`src/rtl/ptw_pkg.sv`:
```
package ptw_pkg;

    localparam int AW          = 32;
    localparam int SECT_LSB    = 20;   // first-level index starts here
    localparam int LPAGE_LSB   = 16;
    localparam int SPAGE_LSB   = 12;   // second-level index starts here
    localparam int L2TBL_LSB   = 10;   // second-level tables are 1 KiB aligned
    localparam int L1_IDX_W    = AW - SECT_LSB;
    localparam int L2_IDX_W    = SECT_LSB - SPAGE_LSB;
    localparam int WORD_SHIFT  = 2;

    typedef enum logic [2:0] {
        ST_IDLE,
        ST_L1_REQ,
        ST_L1_WAIT,
        ST_L2_REQ,
        ST_L2_WAIT,
        ST_DONE
    } walk_state_e;

    typedef enum logic [1:0] {
        KIND_FAULT,
        KIND_NEXT,
        KIND_LEAF
    } desc_kind_e;

    typedef struct packed {
        desc_kind_e        kind;
        logic [AW-1:0]     addr;   // leaf: physical address, next: table base
    } desc_res_t;

    function automatic logic [AW-1:0] low_mask(input int lsb);
        return (AW'(1) << lsb) - AW'(1);
    endfunction

    function automatic logic [AW-1:0] splice(input logic [AW-1:0] hi_src,
                                             input logic [AW-1:0] lo_src,
                                             input int            lsb);
        return (hi_src & ~low_mask(lsb)) | (lo_src & low_mask(lsb));
    endfunction

    function automatic logic [AW-1:0] l1_offset(input logic [AW-1:0] va);
        return (va >> SECT_LSB) << WORD_SHIFT;
    endfunction

    function automatic logic [AW-1:0] l2_offset(input logic [AW-1:0] va);
        return ((va >> SPAGE_LSB) & low_mask(L2_IDX_W)) << WORD_SHIFT;
    endfunction

endpackage

```
`src/rtl/ptw_desc_decode.sv`:
```
module ptw_desc_decode
    import ptw_pkg::*;
#(
    parameter int LEVEL = 1
) (
    input  logic [AW-1:0] desc,
    input  logic [AW-1:0] va,
    output desc_res_t     res
);

    generate
        if (LEVEL == 1) begin : g_first
            always_comb begin
                res.kind = KIND_FAULT;
                res.addr = '0;
                case (desc[1:0])
                    2'b10: begin
                        res.kind = KIND_LEAF;
                        res.addr = splice(desc, va, SECT_LSB);
                    end
                    2'b01: begin
                        res.kind = KIND_NEXT;
                        res.addr = desc & ~low_mask(L2TBL_LSB);
                    end
                    default: begin
                        res.kind = KIND_FAULT;
                        res.addr = '0;
                    end
                endcase
            end
        end else begin : g_second
            always_comb begin
                res.kind = KIND_FAULT;
                res.addr = '0;
                if (desc[1]) begin
                    res.kind = KIND_LEAF;
                    res.addr = splice(desc, va, SPAGE_LSB);
                end else if (desc[0]) begin
                    res.kind = KIND_LEAF;
                    res.addr = splice(desc, va, LPAGE_LSB);
                end
            end
        end
    endgenerate

endmodule

```
`src/rtl/ptw_desc_addr.sv`:
```
module ptw_desc_addr
    import ptw_pkg::*;
(
    input  logic          second,
    input  logic [AW-1:0] l1_base,
    input  logic [AW-1:0] l2_base,
    input  logic [AW-1:0] va,
    output logic [AW-1:0] addr
);

    logic [AW-1:0] first_addr;
    logic [AW-1:0] second_addr;

    always_comb begin
        first_addr  = l1_base + l1_offset(va);
        second_addr = l2_base + l2_offset(va);
        addr        = second ? second_addr : first_addr;
    end

endmodule

```
`src/rtl/ptw_walker.sv`:
```
module ptw_walker
    import ptw_pkg::*;
(
    input  logic          clk,
    input  logic          rst,
    input  logic [31:0]   tbl_base,
    input  logic          req_valid,
    output logic          req_ready,
    input  logic [31:0]   req_vaddr,
    output logic          mem_req_valid,
    input  logic          mem_req_ready,
    output logic [31:0]   mem_req_addr,
    input  logic          mem_rsp_valid,
    input  logic [31:0]   mem_rsp_data,
    output logic          res_valid,
    input  logic          res_ready,
    output logic [31:0]   res_paddr,
    output logic          res_fault,
    output logic [31:0]   res_vaddr
);

    walk_state_e   state_q;
    logic [AW-1:0] va_q;
    logic [AW-1:0] base_q;
    logic [AW-1:0] l2base_q;
    logic [AW-1:0] pa_q;
    logic          fault_q;

    desc_res_t     l1_res;
    desc_res_t     l2_res;
    desc_res_t     cur_res;
    logic          in_wait;

    ptw_desc_addr i_addr (
        .second  (state_q == ST_L2_REQ),
        .l1_base (base_q),
        .l2_base (l2base_q),
        .va      (va_q),
        .addr    (mem_req_addr)
    );

    ptw_desc_decode #(.LEVEL(1)) i_dec_l1 (
        .desc (mem_rsp_data),
        .va   (va_q),
        .res  (l1_res)
    );

    ptw_desc_decode #(.LEVEL(2)) i_dec_l2 (
        .desc (mem_rsp_data),
        .va   (va_q),
        .res  (l2_res)
    );

    always_comb begin
        cur_res = (state_q == ST_L1_WAIT) ? l1_res : l2_res;
        in_wait = (state_q == ST_L1_WAIT) || (state_q == ST_L2_WAIT);
    end

    always_ff @(posedge clk) begin
        if (rst) begin
            state_q  <= ST_IDLE;
            va_q     <= '0;
            base_q   <= '0;
            l2base_q <= '0;
            pa_q     <= '0;
            fault_q  <= 1'b0;
        end else begin
            case (state_q)
                ST_IDLE: begin
                    if (req_valid) begin
                        va_q    <= req_vaddr;
                        base_q  <= tbl_base;
                        state_q <= ST_L1_REQ;
                    end
                end
                ST_L1_REQ: begin
                    if (mem_req_ready) state_q <= ST_L1_WAIT;
                end
                ST_L2_REQ: begin
                    if (mem_req_ready) state_q <= ST_L2_WAIT;
                end
                ST_L1_WAIT, ST_L2_WAIT: begin
                    if (in_wait && mem_rsp_valid) begin
                        case (cur_res.kind)
                            KIND_LEAF: begin
                                pa_q    <= cur_res.addr;
                                fault_q <= 1'b0;
                                state_q <= ST_DONE;
                            end
                            KIND_NEXT: begin
                                if (state_q == ST_L1_WAIT) begin
                                    l2base_q <= cur_res.addr;
                                    state_q  <= ST_L2_REQ;
                                end else begin
                                    pa_q    <= '0;
                                    fault_q <= 1'b1;
                                    state_q <= ST_DONE;
                                end
                            end
                            default: begin
                                pa_q    <= '0;
                                fault_q <= 1'b1;
                                state_q <= ST_DONE;
                            end
                        endcase
                    end
                end
                ST_DONE: begin
                    if (res_ready) state_q <= ST_IDLE;
                end
                default: state_q <= ST_IDLE;
            endcase
        end
    end

    always_comb begin
        req_ready     = (state_q == ST_IDLE);
        mem_req_valid = (state_q == ST_L1_REQ) || (state_q == ST_L2_REQ);
        res_valid     = (state_q == ST_DONE);
        res_paddr     = pa_q;
        res_fault     = fault_q;
        res_vaddr     = va_q;
    end

endmodule

```
`config.mk`:
```
export PLATFORM = sky130hd
export DESIGN_NAME = ptw_walker
export DESIGN_NICKNAME = d
export VERILOG_FILES = /design/src/rtl/ptw_pkg.sv /design/src/rtl/ptw_desc_decode.sv /design/src/rtl/ptw_desc_addr.sv /design/src/rtl/ptw_walker.sv
export SDC_FILE = /design/constraint.sdc
export NUM_CORES = 1
export LEC_CHECK = 0
export ABC_CLOCK_PERIOD_IN_PS = 5900
export BUFFER_PORTS_ARGS = -buffer_cell sky130_fd_sc_hd__buf_2
export CAP_MARGIN = 10
export CORE_MARGIN = 1
export CORE_UTILIZATION = 50
export DETAILED_ROUTE_END_ITERATION = 7
export PLACE_DENSITY = 0.75
export SYNTH_ARGS = -nofsm -noshare
export SYNTH_HDL_FRONTEND = slang
export SYNTH_HIERARCHICAL = 1
export SYNTH_SLANG_ARGS = --single-unit
```
`constraint.sdc`:
```
create_clock -name clk -period 5.9 [get_ports clk]
set_input_delay 0.295 -clock clk [delete_from_list [all_inputs] [get_ports clk]]
set_output_delay 0.295 -clock clk [all_outputs]
set_load 0.005 [all_outputs]
```
==> results_dict.tcl <==
set metrics [dict create \
    cts_buffers 17 \
    grt.busiest_layer "met2" \
    avgSynthCellArea_um2 7.70 \
    fill_cells 1580 \
    combPwrFrac 0.166 \
    num_antenna_cells 0 \
    worstSetupStartpoint "res_vaddr[13]$_SDFFE_PP0P_" \
    syn2layout_area_growth_pct 16.9 \
    first_global_vias 7873 \
    ir_drop_mv 0.202 \
    viasPerCell 5.77 \
    slew_headroom 0.196 \
    insertion_delay_ps 430 \
    synth_area_leader_cell "dfxtp_1" \
    cts_setup_buffers 0 \
    finalHoldViolations 0 \
    seq_area_frac_synth 0.314 \
    synth_common_cells "232 x nand2_1, 132 x dfxtp_1, 118 x a21oi_1" \
    root_buffer "clkbuf_16" \
    finalCritPeriodShare 0.596 \
    use_met2 0.449 \
    die_area_um2 17400 \
    grtUsageTotal 0.267 \
    drt_iter0_drc 613 \
    critical_path_class "register to output pin" \
    critPathLaunchType "register" \
    r2r_start "state_q[2]$_SDFFE_PP0P_" \
    dieWidth_um 132 \
    finalClockSkew_ps 7.37 \
    synth_seq_cells 132 \
    portBuffers 193 \
    setup_viol 0 \
    syn_nets 1222 \
    setup_tns_ps 0 \
    synth_edf_count 0 \
    netlist_instances 1094 \
    fin_util 0.596 \
    swShare 0.290 \
    num_rows 47 \
    drive_gt1_frac 0.237 \
    use_met3 0.0538 \
    cts_tree "yes" \
    synth_cell_types 83 \
    cap_violations 0 \
    hp-class "input pin to register" \
    crit_required_ps 5610 \
    path_clk_slew_ps 60 \
    vias 8427 \
    met1_usage 0.337 \
    die_y_um 132 \
    clock-sinks 132 \
    period_needed_ps 3520 \
    ys_warn_count 6 \
    worstSetupEndpointType "output pin" \
    slew_violations 0 \
    gp_congestion 0.892 \
    h-tree-depth 4 \
    wl_um 23300 \
    grt_start_max_net_pins 74 \
    post-dp-hpwl_um 16100 \
    overflow 0 \
    hold_start "req_vaddr[16]" \
    tightest_slew_ps 1210 \
    outcome "completed" \
    ctsLongestPathBuffers 2 \
    cts_hold_buf 0 \
    intPower_mw 1.74 \
    start_util 0.510 \
    dp_slack_ps 2870 \
    drcViolationCount 0 \
    p_per_area_nw_per_um2 248 \
    rsz0062_at_grt "false" \
    synth_ff_type "dfxtp_1" \
    grt_pass1_wl_um 38000 \
    clkPwrFrac 0.431 \
    synth_top_area_share 0.314 \
    seq_power_share 0.403 \
    p_sw_mw 0.709 \
    yosysMostFrequentCell "nand2_1" \
    hold_slack_ps 98.4 \
    drtPass1Iterations 5 \
    cp_max_fo 12 \
    setup_slack_ps 2380 \
    drtAntennaViolNets 0 \
    leakagePower_nw 4.16 \
    max_freq_ghz 0.284 \
    worst_ep_arrival_time_ps 3220 \
    wire_per_inst_um 15.9 \
    antenna_found_initial 0 \
    ctsResizeCount 0 \
    netlist_area_um2 8420 \
    async_reset_ff_frac 0 \
    io_pins 202 \
    synth.area.top_cells "dfxtp_1 31%, nand2_1 10%, a21oi_1 7.0%, a221oi_2 3.6%, ha_1 3.6%" \
    nets 1355 \
    coreArea_um2 16500 \
]
==> worst paths after layout <==
check                                     to  slack, ps  cells past startpoint
setup / recovery            mem_req_addr[11]       2380                      8
hold / removal    res_vaddr[16]$_SDFFE_PP0P_        100                      3
setup reg to reg  res_paddr[10]$_SDFFE_PP0P_       3460                      4
hold reg to reg       base_q[0]$_SDFFE_PP0P_        450                      2
==> cell families (layout without fill, tap and decap cells) <==
| logic type | Yosys count | after routing | synth area share |
|---|---|---|---|
| xor+xnor | 26 | 26 | 0.0270 |
| other cells | 1 | 1 | 0.000445 |
| compound gates | 292 | 292 | 0.244 |
| mux | 12 | 12 | 0.0155 |
| flops | 132 | 132 | 0.314 |
| simple gates | 505 | 505 | 0.296 |
| buf+inv | 100 | 246 | 0.0621 |
| fa+ha+maj | 26 | 26 | 0.0404 |
==> flip-flops by register name, summed over array words and instances (netlist names) <==
name and cells:
res_paddr 32, l2base_q 32, state_q 3, base_q 32, res_vaddr 32, res_fault 1
==> final cells by class <==
type / instances / area, um^2 / area share
tap: 220 / 275 / 0.0280
inverter: 12 / 45.0 / 0.00457
multi-input combinational: 862 / 5270 / 0.535
sequential: 132 / 2640 / 0.268
timing repair buffer: 202 / 1040 / 0.105
clock inverter: 14 / 154 / 0.0156
clock buffer: 18 / 429 / 0.0436
==> critical path, stage by stage (launching register included) <==
cell and delay, ps:
dfxtp_1 490, ha_1 310, a211oi_1 260, o211ai_1 170, a31oi_1 840, nor2b_1 130
xnor2_1 180, o21ai_0 230, buf_2 180
==> power groups by stage <==
stage / clock (mW) / sequential (mW) / combinational (mW)
after floorplan: 0 / 0.992 / 0.270
after global placement: 0 / 1.00 / 0.399
after detailed placement: 0 / 1.01 / 0.405
after CTS: 1.07 / 0.986 / 0.408
after global routing: 1.11 / 0.994 / 0.454
final: 1.05 / 0.987 / 0.406
==> metrics by stage <==
step	instance area, um^2	instances	power, mW
2_1_floorplan	8420	1094	1.26
3_3_place_gp	9270	1428	1.40
3_5_place_dp	9270	1428	1.41
4_1_cts	9850	1460	2.46
5_1_grt	9850	1460	2.56
6_report	9850	1460	2.45
==> cells in the final DEF (no fill, tap or decap), drive strengths merged, types with 9 or more instances in the layout <==
master and count:
a22oi 12, clkbuf 18, a221oi 35, nand3 24
nand4 10, clkinv 9, o21ai 21, nor3 20
a21oi 119, and2 29, nor2 69, xnor2 14
ha 24, xor2 12, inv 13, o211ai 10
buf 202, nor2b 38, and3 41, dfxtp 132
nand2 232, a31oi 38, a41oi 13
==> layer usage <==
layer | share of wire | vias to the layer above
met3 | 0.048 | 46
met1 | 0.44 | 3951
met5 | 0 | -
met2 | 0.49 | 245
met4 | 0.023 | 0
li1 | - | 4185
(Power assumes the default switching activity.)
